$ cat src/rtl/irqvec_pkg.sv
package irqvec_pkg;
  typedef struct packed {
    logic capture;
    logic substitute;
  } ctrlStrobe_t;
endpackage

$ cat src/rtl/irqvec_ctrl.sv
module irqvec_ctrl
  import irqvec_pkg::*;
#(
  parameter int ADDR_W   = 16,
  parameter int SUB_ADDR = 'h555
) (
  input  logic              clk,
  input  logic              rstN,
  input  logic              intAck,
  input  logic              anyPending,
  input  logic              autoVecEn,
  input  logic              fetchValid,
  input  logic [ADDR_W-1:0] fetchAddr,
  output ctrlStrobe_t       strobe
);
  typedef enum logic {ST_IDLE, ST_ARMED} vecState_t;

  localparam logic [ADDR_W-1:0] SubAddrL = ADDR_W'(SUB_ADDR);

  vecState_t state, stateNext;
  logic      fetchHit;

  assign fetchHit = fetchValid && (fetchAddr == SubAddrL);

  always_comb begin
    strobe.capture    = intAck && anyPending;
    strobe.substitute = (state == ST_ARMED) && fetchHit && autoVecEn;
    stateNext = state;
    if (strobe.capture)
      stateNext = ST_ARMED;
    else if (state == ST_ARMED && fetchHit)
      stateNext = ST_IDLE;
  end

  always_ff @(posedge clk or negedge rstN) begin
    if (!rstN) state <= ST_IDLE;
    else       state <= stateNext;
  end
endmodule

$ cat src/rtl/irqvec_dp.sv
module irqvec_dp
  import irqvec_pkg::*;
#(
  parameter int NUM_SRC  = 14,
  parameter int DATA_W   = 8,
  parameter int VEC_BASE = 'h80,
  parameter int VEC_STEP = 4
) (
  input  logic               clk,
  input  logic               rstN,
  input  logic [NUM_SRC-1:0] srcReq,
  input  logic [NUM_SRC-1:0] srcClr,
  input  ctrlStrobe_t        strobe,
  input  logic [DATA_W-1:0]  fetchData,
  output logic [DATA_W-1:0]  fetchDataOut,
  output logic               anyPending
);
  logic [NUM_SRC-1:0] reqPrev;
  logic [NUM_SRC-1:0] pending;
  logic [DATA_W-1:0]  winByte;
  logic [DATA_W-1:0]  heldByte;

  always_ff @(posedge clk or negedge rstN) begin
    if (!rstN) reqPrev <= '0;
    else       reqPrev <= srcReq;
  end

  for (genvar i = 0; i < NUM_SRC; i++) begin : g_pend
    logic riseSeen;
    assign riseSeen = srcReq[i] && !reqPrev[i];
    always_ff @(posedge clk or negedge rstN) begin
      if (!rstN)         pending[i] <= 1'b0;
      else if (riseSeen) pending[i] <= 1'b1;
      else if (srcClr[i]) pending[i] <= 1'b0;
    end
  end

  assign anyPending = |pending;

  always_comb begin
    winByte = DATA_W'(VEC_BASE);
    for (int i = NUM_SRC - 1; i >= 0; i--) begin
      if (pending[i]) winByte = DATA_W'(VEC_BASE + VEC_STEP * i);
    end
  end

  always_ff @(posedge clk or negedge rstN) begin
    if (!rstN)               heldByte <= '0;
    else if (strobe.capture) heldByte <= winByte;
  end

  assign fetchDataOut = strobe.substitute ? heldByte : fetchData;
endmodule

$ cat src/rtl/irq_autovector.sv
module irq_autovector
  import irqvec_pkg::*;
#(
  parameter int NUM_SRC  = 14,
  parameter int ADDR_W   = 16,
  parameter int DATA_W   = 8,
  parameter int SUB_ADDR = 'h555,
  parameter int VEC_BASE = 'h80,
  parameter int VEC_STEP = 4
) (
  input  logic               clk,
  input  logic               rstN,
  input  logic [NUM_SRC-1:0] srcReq,
  input  logic [NUM_SRC-1:0] srcClr,
  input  logic               autoVecEn,
  input  logic               intAck,
  input  logic [ADDR_W-1:0]  fetchAddr,
  input  logic               fetchValid,
  input  logic [DATA_W-1:0]  fetchData,
  output logic [DATA_W-1:0]  fetchDataOut,
  output logic               irqOut
);
  ctrlStrobe_t strobe;
  logic        anyPending;

  irqvec_ctrl #(.ADDR_W(ADDR_W), .SUB_ADDR(SUB_ADDR)) u_ctrl (
    .clk(clk), .rstN(rstN), .intAck(intAck), .anyPending(anyPending),
    .autoVecEn(autoVecEn), .fetchValid(fetchValid), .fetchAddr(fetchAddr),
    .strobe(strobe)
  );

  irqvec_dp #(.NUM_SRC(NUM_SRC), .DATA_W(DATA_W), .VEC_BASE(VEC_BASE),
              .VEC_STEP(VEC_STEP)) u_dp (
    .clk(clk), .rstN(rstN), .srcReq(srcReq), .srcClr(srcClr),
    .strobe(strobe), .fetchData(fetchData), .fetchDataOut(fetchDataOut),
    .anyPending(anyPending)
  );

  assign irqOut = anyPending;
endmodule

$ cat config.mk
export PLATFORM = sky130hd
export DESIGN_NAME = irq_autovector
export DESIGN_NICKNAME = d
export VERILOG_FILES = /design/src/rtl/irqvec_pkg.sv /design/src/rtl/irqvec_ctrl.sv /design/src/rtl/irqvec_dp.sv /design/src/rtl/irq_autovector.sv
export SDC_FILE = /design/constraint.sdc
export NUM_CORES = 1
export LEC_CHECK = 0
export ABC_AREA = 1
export BUFFER_PORTS_ARGS = -buffer_cell sky130_fd_sc_hd__buf_2
export CAP_MARGIN = 10
export CORE_MARGIN = 5
export CORE_UTILIZATION = 35
export DETAILED_ROUTE_END_ITERATION = 12
export PLACE_DENSITY = 0.65
export SYNTH_ARGS = -nofsm -noshare
export SYNTH_HDL_FRONTEND = slang
export SYNTH_SLANG_ARGS = --single-unit
$ cat constraint.sdc
create_clock -name clk -period 1.2 [get_ports clk]
set_input_delay 0.18 -clock clk [delete_from_list [all_inputs] [get_ports clk]]
set_output_delay 0.18 -clock clk [all_outputs]
set_load 0.005 [all_outputs]
Yosys cells after proc, flatten, opt, wreduce, memory -nomap -nowiden
Index checks and enable logic that the tools add are counted.
W data, S select, Z words.
{"block": "totals", "regBits": 37, "latchBits": 0, "mem_bits_rw": 0, "romBits": 0, "inputBits": 57, "memories": 0}
{"block": "classes", "n_addsub": 0, "mul": 0, "n_div": 0, "n_lt_le_gt_ge": 0, "n_eq_ne": 1, "shift": 0, "mux": 45, "bitwise_logic": 0, "n_reduce_logical": 48}
{"cell": "$mux W6", "n": 14}
{"cell": "$mux W1", "n": 30}
{"cell": "$reduce_bool A2 Y1", "n": 15}
{"cell": "$logic_and A1 B1 Y1", "n": 18}
{"cell": "$eq A16 B11 Y1 const B", "n": 1}
{"cell": "$logic_not A1 Y1", "n": 14}
{"cell": "$reduce_or A14 Y1", "n": 1}
{"cell": "$mux W8", "n": 1}

Longest topological paths before layout
{"block": "logic_depth", "depth_word": 14, "depth_mapped": 15}

Hierarchy
A second synthesis with hierarchy kept.
{"block": "hier_totals", "hier_cells": 169, "area_unflattened_um2": 1465.2}
{"module": "irqvec_dp", "n_inst": 1, "cells_per_inst": 134, "area_per_inst_um2": 1295.0, "seq_area_each_um2": 825.8}
{"module": "irqvec_ctrl", "n_inst": 1, "cells_per_inst": 35, "area_per_inst_um2": 170.2, "seq_area_each_um2": 25.0}

Least setup slack after synthesis
No wires, ideal clock.
{"block": "synth_path", "kind": "reg-to-reg", "startpoint": "reg u_dp.pending[3]", "endpoint": "reg u_dp.heldByte[4]", "setup_time_ns": 0.127, "arrival_time_ns": 1.101, "slack_ns": -0.027, "path_stages_with_launch": 9, "period_less_slack_ns": 1.227, "path_cell_list": "dfrtp_1 -> nor2_2 -> nand3_2 -> nor2_1 -> nand4_2 -> nand2_2 -> inv_2 -> o211ai_1 -> o21ai_1"}
{"element": "from (decl)", "line_no": "irqvec_dp.sv:19", "rtl": "logic [NUM_SRC-1:0] pending;"}
{"element": "from (signal, indexed assignment)", "line_no": "irqvec_dp.sv:32", "rtl": "if (!rstN) pending[i] <= 1'b0;"}
{"element": "from (signal, indexed assignment)", "line_no": "irqvec_dp.sv:33", "rtl": "else if (riseSeen) pending[i] <= 1'b1;"}
{"element": "from (signal, indexed assignment)", "line_no": "irqvec_dp.sv:34", "rtl": "else if (srcClr[i]) pending[i] <= 1'b0;"}
{"element": "$reduce_or A14 Y1", "line_no": "irqvec_dp.sv:38", "rtl": "assign anyPending = |pending;"}
{"element": "via irqOut", "line_no": "irq_autovector.sv:21", "rtl": "output logic irqOut"}
{"element": "$logic_and A1 B1 Y1", "line_no": "irqvec_ctrl.sv:26", "rtl": "strobe.capture = intAck && anyPending;"}
{"element": "to (signal assigned)", "line_no": "irqvec_dp.sv:49", "rtl": "else if (strobe.capture) heldByte <= winByte;"}
{"element": "to (decl)", "line_no": "irqvec_dp.sv:21", "rtl": "logic [DATA_W-1:0] heldByte;"}
The timed path passes the listed nets, and every way through them passes these cells.
A chain may end at the register's enable or synchronous reset.

Worst setup path in the final report
{"block": "layout_path", "startpoint": "in fetchAddr[3]", "endpoint": "out fetchDataOut[7]"}
{"block": "layout_via", "elab_chain_cells": 5}
{"element": "from (decl)", "line_no": "irq_autovector.sv:17", "rtl": "input logic [ADDR_W-1:0] fetchAddr,"}
{"element": "$eq A16 B11 Y1", "line_no": "irqvec_ctrl.sv:23", "rtl": "assign fetchHit = fetchValid && (fetchAddr == SubAddrL);"}
{"element": "$logic_and A1 B1 Y1", "line_no": "irqvec_ctrl.sv:23"}
{"element": "$logic_and A1 B1 Y1 (2 in a row)", "line_no": "irqvec_ctrl.sv:27", "rtl": "strobe.substitute = (state == ST_ARMED) && fetchHit && autoVecEn;"}
{"element": "$mux W8", "line_no": "irqvec_dp.sv:52", "rtl": "assign fetchDataOut = strobe.substitute ? heldByte : fetchData;"}
{"element": "to (decl)", "line_no": "irq_autovector.sv:20", "rtl": "output logic [DATA_W-1:0] fetchDataOut,"}
No other way between the ends.

==> impl_metrics.csv <==
group,metric,value,unit
clock_tree,cts_tree,"done",
pwr,p_comb_share,17.2,%
route,routed-via-count,1297,
logic_synthesis,synth-simple-area-share,19.2,%
finish,layout_common_cells,"63 x buf_2, 36 x inv_1, 34 x dfrtp_1",
floorplanning,rows,23,
critical_path,cpPeakStageDelay,190,ps
route,drt-total-wl,3160,um
sta,fmax,699,MHz
logic_synthesis,synth_top_family_by_area,"simple AND/OR/NAND/NOR gates",
floorplanning,die_w,74.1,um
hold_path,holdPathStages,1,
sta,setup_violations,14,
sta,rsz0062_at_grt,"true",
clock_tree,cts.sinks,34,
logic_synthesis,syn_inst,159,
pwr,pwr-share-seq,49.9,%
global_routing,grtUsageMet1,12.3,%
critical_path,critPathKind,"in -> out",
hold_path,hold_path.class,"in -> reg",
logic_synthesis,yosys.cell_types.count,22,
route,postRouteAntennaNets,0,
critical_path,timing.rr.start,"u_dp.pending[3]",
logic_synthesis,yosysTopAreaCell,"dfrtp_1",
finish,synthToLayoutAreaGrowth,52.1,%
clock_tree,htreeDepth,2,
critical_path,ff2ff_path_depth,9,
logic_synthesis,yosys_warnings,0,
sta,hold_violations,0,
logic_synthesis,synth-xor-area-share,0,%
clock_tree,path_clk_slew,60,ps
finish,final_layout_size_suffix_gt1_share,49.8,%
clock_tree,cts-root-buf,"clkbuf_8",
logic_synthesis,synth_top_area_share,59.1,%
critical_path,worstPathRequired,1020,ps
pwr,swShare,24.4,%
logic_synthesis,synth.mux.area_fraction,0,%
placed_design,portBuffers,65,
sta,postLayoutSetupSlackWorst,-230,ps
route,avgRoutedWirePerCell,10.4,um
global_routing,top_usage_layer,"met2",
logic_synthesis,ys_seq_area_share,59.1,%
clock_tree,cts_max_path_buffers,2,
logic_synthesis,syn_area_per_cell,9.06,um^2
pwr,p_int,1.92,mW
global_routing,grt_pass1_wl,4960,um
floorplanning,initial_core_util,36.0,%
route,viasPerCell,4.25,
route,dr.first_iter.drc_count,21,
sta,finalCritPeriodShare,119,%
floorplanning,die_area,5500,um^2
sta,tightest_slew,385,ps
finish,layout.cells.most_common,"buf_2",
hold_path,min_to,"u_dp.reqPrev[6]",
pwr,p_sw,619,uW
route,drc,0,
finish,antenna_cells,0,
critical_path,cp.arrival,1250,ps
run_status,violations,"setup timing",
critical_path,worstReg2RegEnd,"u_dp.heldByte[4]",
critical_path,critPathMaxFanout,8,
logic_synthesis,ys_top_cells_by_area,"dfrtp_1 59%, inv_1 11%, nand2_1 8.6%, o22ai_1 6.1%, nor2_1 2.3%",
global_routing,grt_use_met3,3.65,%
sta,skew,2.66,ps
logic_synthesis,netlist_area,1440,um^2
pwr,p_per_area,1160,nW/um^2
clock_tree,clk_latency,280,ps
floorplanning,design.core.area,4000,um^2
finish,num-fill-cells,380,
job,timing.max_cap.violations,0,
global_routing,grtUsageMet2,22.5,%
clock_tree,numCtsBuffers,5,
global_routing,grt_use_total,12.1,%
placed_design,place_hpwl,2520,um
finish,nets,311,
critical_path,cp_cell_sequence,"buf_6 > inv_2 > nand4_1 > nor4_4 > nand3_2 > nor2_4 > inv_4 > nand2_1 > o21ai_2 > buf_2",
sta,timing.hold.ws,15.4,ps
floorplanning,die_h,74.1,um
critical_path,end_kind,"output port",
run_status,status,"complete, but fails checks",
pwr,vdd_drop_max,0.960,mV
logic_synthesis,ys_seq_elements,34,
sta,max_slew_margin,74.3,%
global_routing,grt_max_degree,19,
critical_path,cpMaxStageDelayCell,"nor4_4",
pwr,finalPower,2.54,mW
logic_synthesis,synth_nets,216,
pwr,pwr-share-clk,33.0,%
hold_path,hold_path.startpoint,"srcReq[6]",
sta,slew_violations,0,
route,drtPass1Iterations,4,
sta,fin_crit,1430,ps
critical_path,regToRegSetupSlack,-120,ps
floorplanning,io_pins,66,
critical_path,startpoint_type,"input pin",
placed_design,place_congestion,0.730,
logic_synthesis,synth-compound-area-share,9.82,%
logic_synthesis,synth_fa_ha_area_share,0,%
global_routing,antenna_found_initial,0,
pwr,p_leak,1.22,nW
global_routing,grt_overflow,0,
global_routing,grt_pass1_vias,1279,
[power by group through the flow]
stage                     Combinational [mW]  Sequential (mW)  Clock [mW]
after floorplan                        0.166             1.28           0
after global placement                 0.377             1.28           0
after detailed placement               0.382             1.28           0
after CTS                              0.425             1.26       0.870
after global routing                   0.498             1.27       0.921
final                                  0.436             1.27       0.837
[registers in the layout, indices dropped and copies added, names as in the netlist]
name	flops
u_dp.pending	14
u_dp.reqPrev	14
u_dp.heldByte	5
u_ctrl.state	1
[cell families (layout without fill, tap and decap cells)]
logic type	Yosys count	after routing
AND/OR/NAND/NOR	58	58
buffers and inverters	45	141
AO/OA/AOI/OAI	22	22
flip-flops	34	34
[how the worst max path moves through the flow]
stage	startpoint	to	slack (ps)	depth (start not counted)
floorplan	u_dp.pending[3]	u_dp.heldByte[4]	-20	8
global placement	fetchAddr[1]	fetchDataOut[7]	-200	10
detailed placement	fetchAddr[3]	fetchDataOut[4]	-230	10
CTS	u_dp.pending[3]	irqOut	-240	5
global route	u_dp.pending[3]	irqOut	-340	5
finish	fetchAddr[3]	fetchDataOut[7]	-230	10
[worst max-delay path, delay by kind of cell]
kind | cells | cell delay [ps]
AO/OA/AOI/OAI | 1 | 50
buffers and inverters | 4 | 320
AND/OR/NAND/NOR | 5 | 700
[per-layer routing]
metal	routed length, um	up-vias
met5	0	-
met4	52	0
met3	389	6
met2	1510	53
met1	1210	558
li1	-	680
[stage by stage]
step / setup slack (ps) / cell area [um^2] / utilization (%) / TNS [ps] / cells
after floorplan: -21.0 / 1440 / - / -21.0 / 159
after global placement: -199 / 1950 / 48.7 / -1730 / 290
after detailed placement: -233 / 1950 / 48.7 / -1980 / 290
after CTS: -243 / 2140 / 53.5 / -2520 / 304
after global routing: -336 / 2190 / 54.8 / -3720 / 305
final: -230 / 2190 / 54.8 / -2290 / 305
[Yosys cell counts]
cell type	n
nand2_1	33
o21ai_2	3
nor2_4	1
nand3_2	2
o21ai_0	2
inv_1	42
nor4_1	1
o211ai_1	1
inv_2	1
nand3_1	4
inv_4	1
nand4_2	1
nand2_2	1
o21ai_1	2
o22ai_1	14
clkinv_1	1
nor4_2	1
nor2_1	9
dfrtp_1	34
nor2_2	1
nand4_1	3
nor3_1	1
[area by class of cell]
cell class / count / area, um^2 / share of cell area (%)
inverters: 45 / 175 / 8.00
clock inverters: 1 / 5.00 / 0.228
flip-flops and latches: 34 / 851 / 38.8
repair buffers: 88 / 524 / 23.9
multi-input cells: 80 / 487 / 22.2
well taps: 50 / 62.6 / 2.86
clock buffers: 7 / 86.3 / 3.94
[what timing repair did]
| item | 4_1_cts | 5_1_grt |
|---|---|---|
| endpoints found under the hold margin | 16 | 0 |
| setup buffers | 6 | 2 |
| pin swaps | 5 | 4 |
| endpoints found under the setup margin | 14 | 15 |
| gates resized for setup | 14 | 14 |
| hold buffers | 1 | 0 |
(Power assumes the default switching activity.)
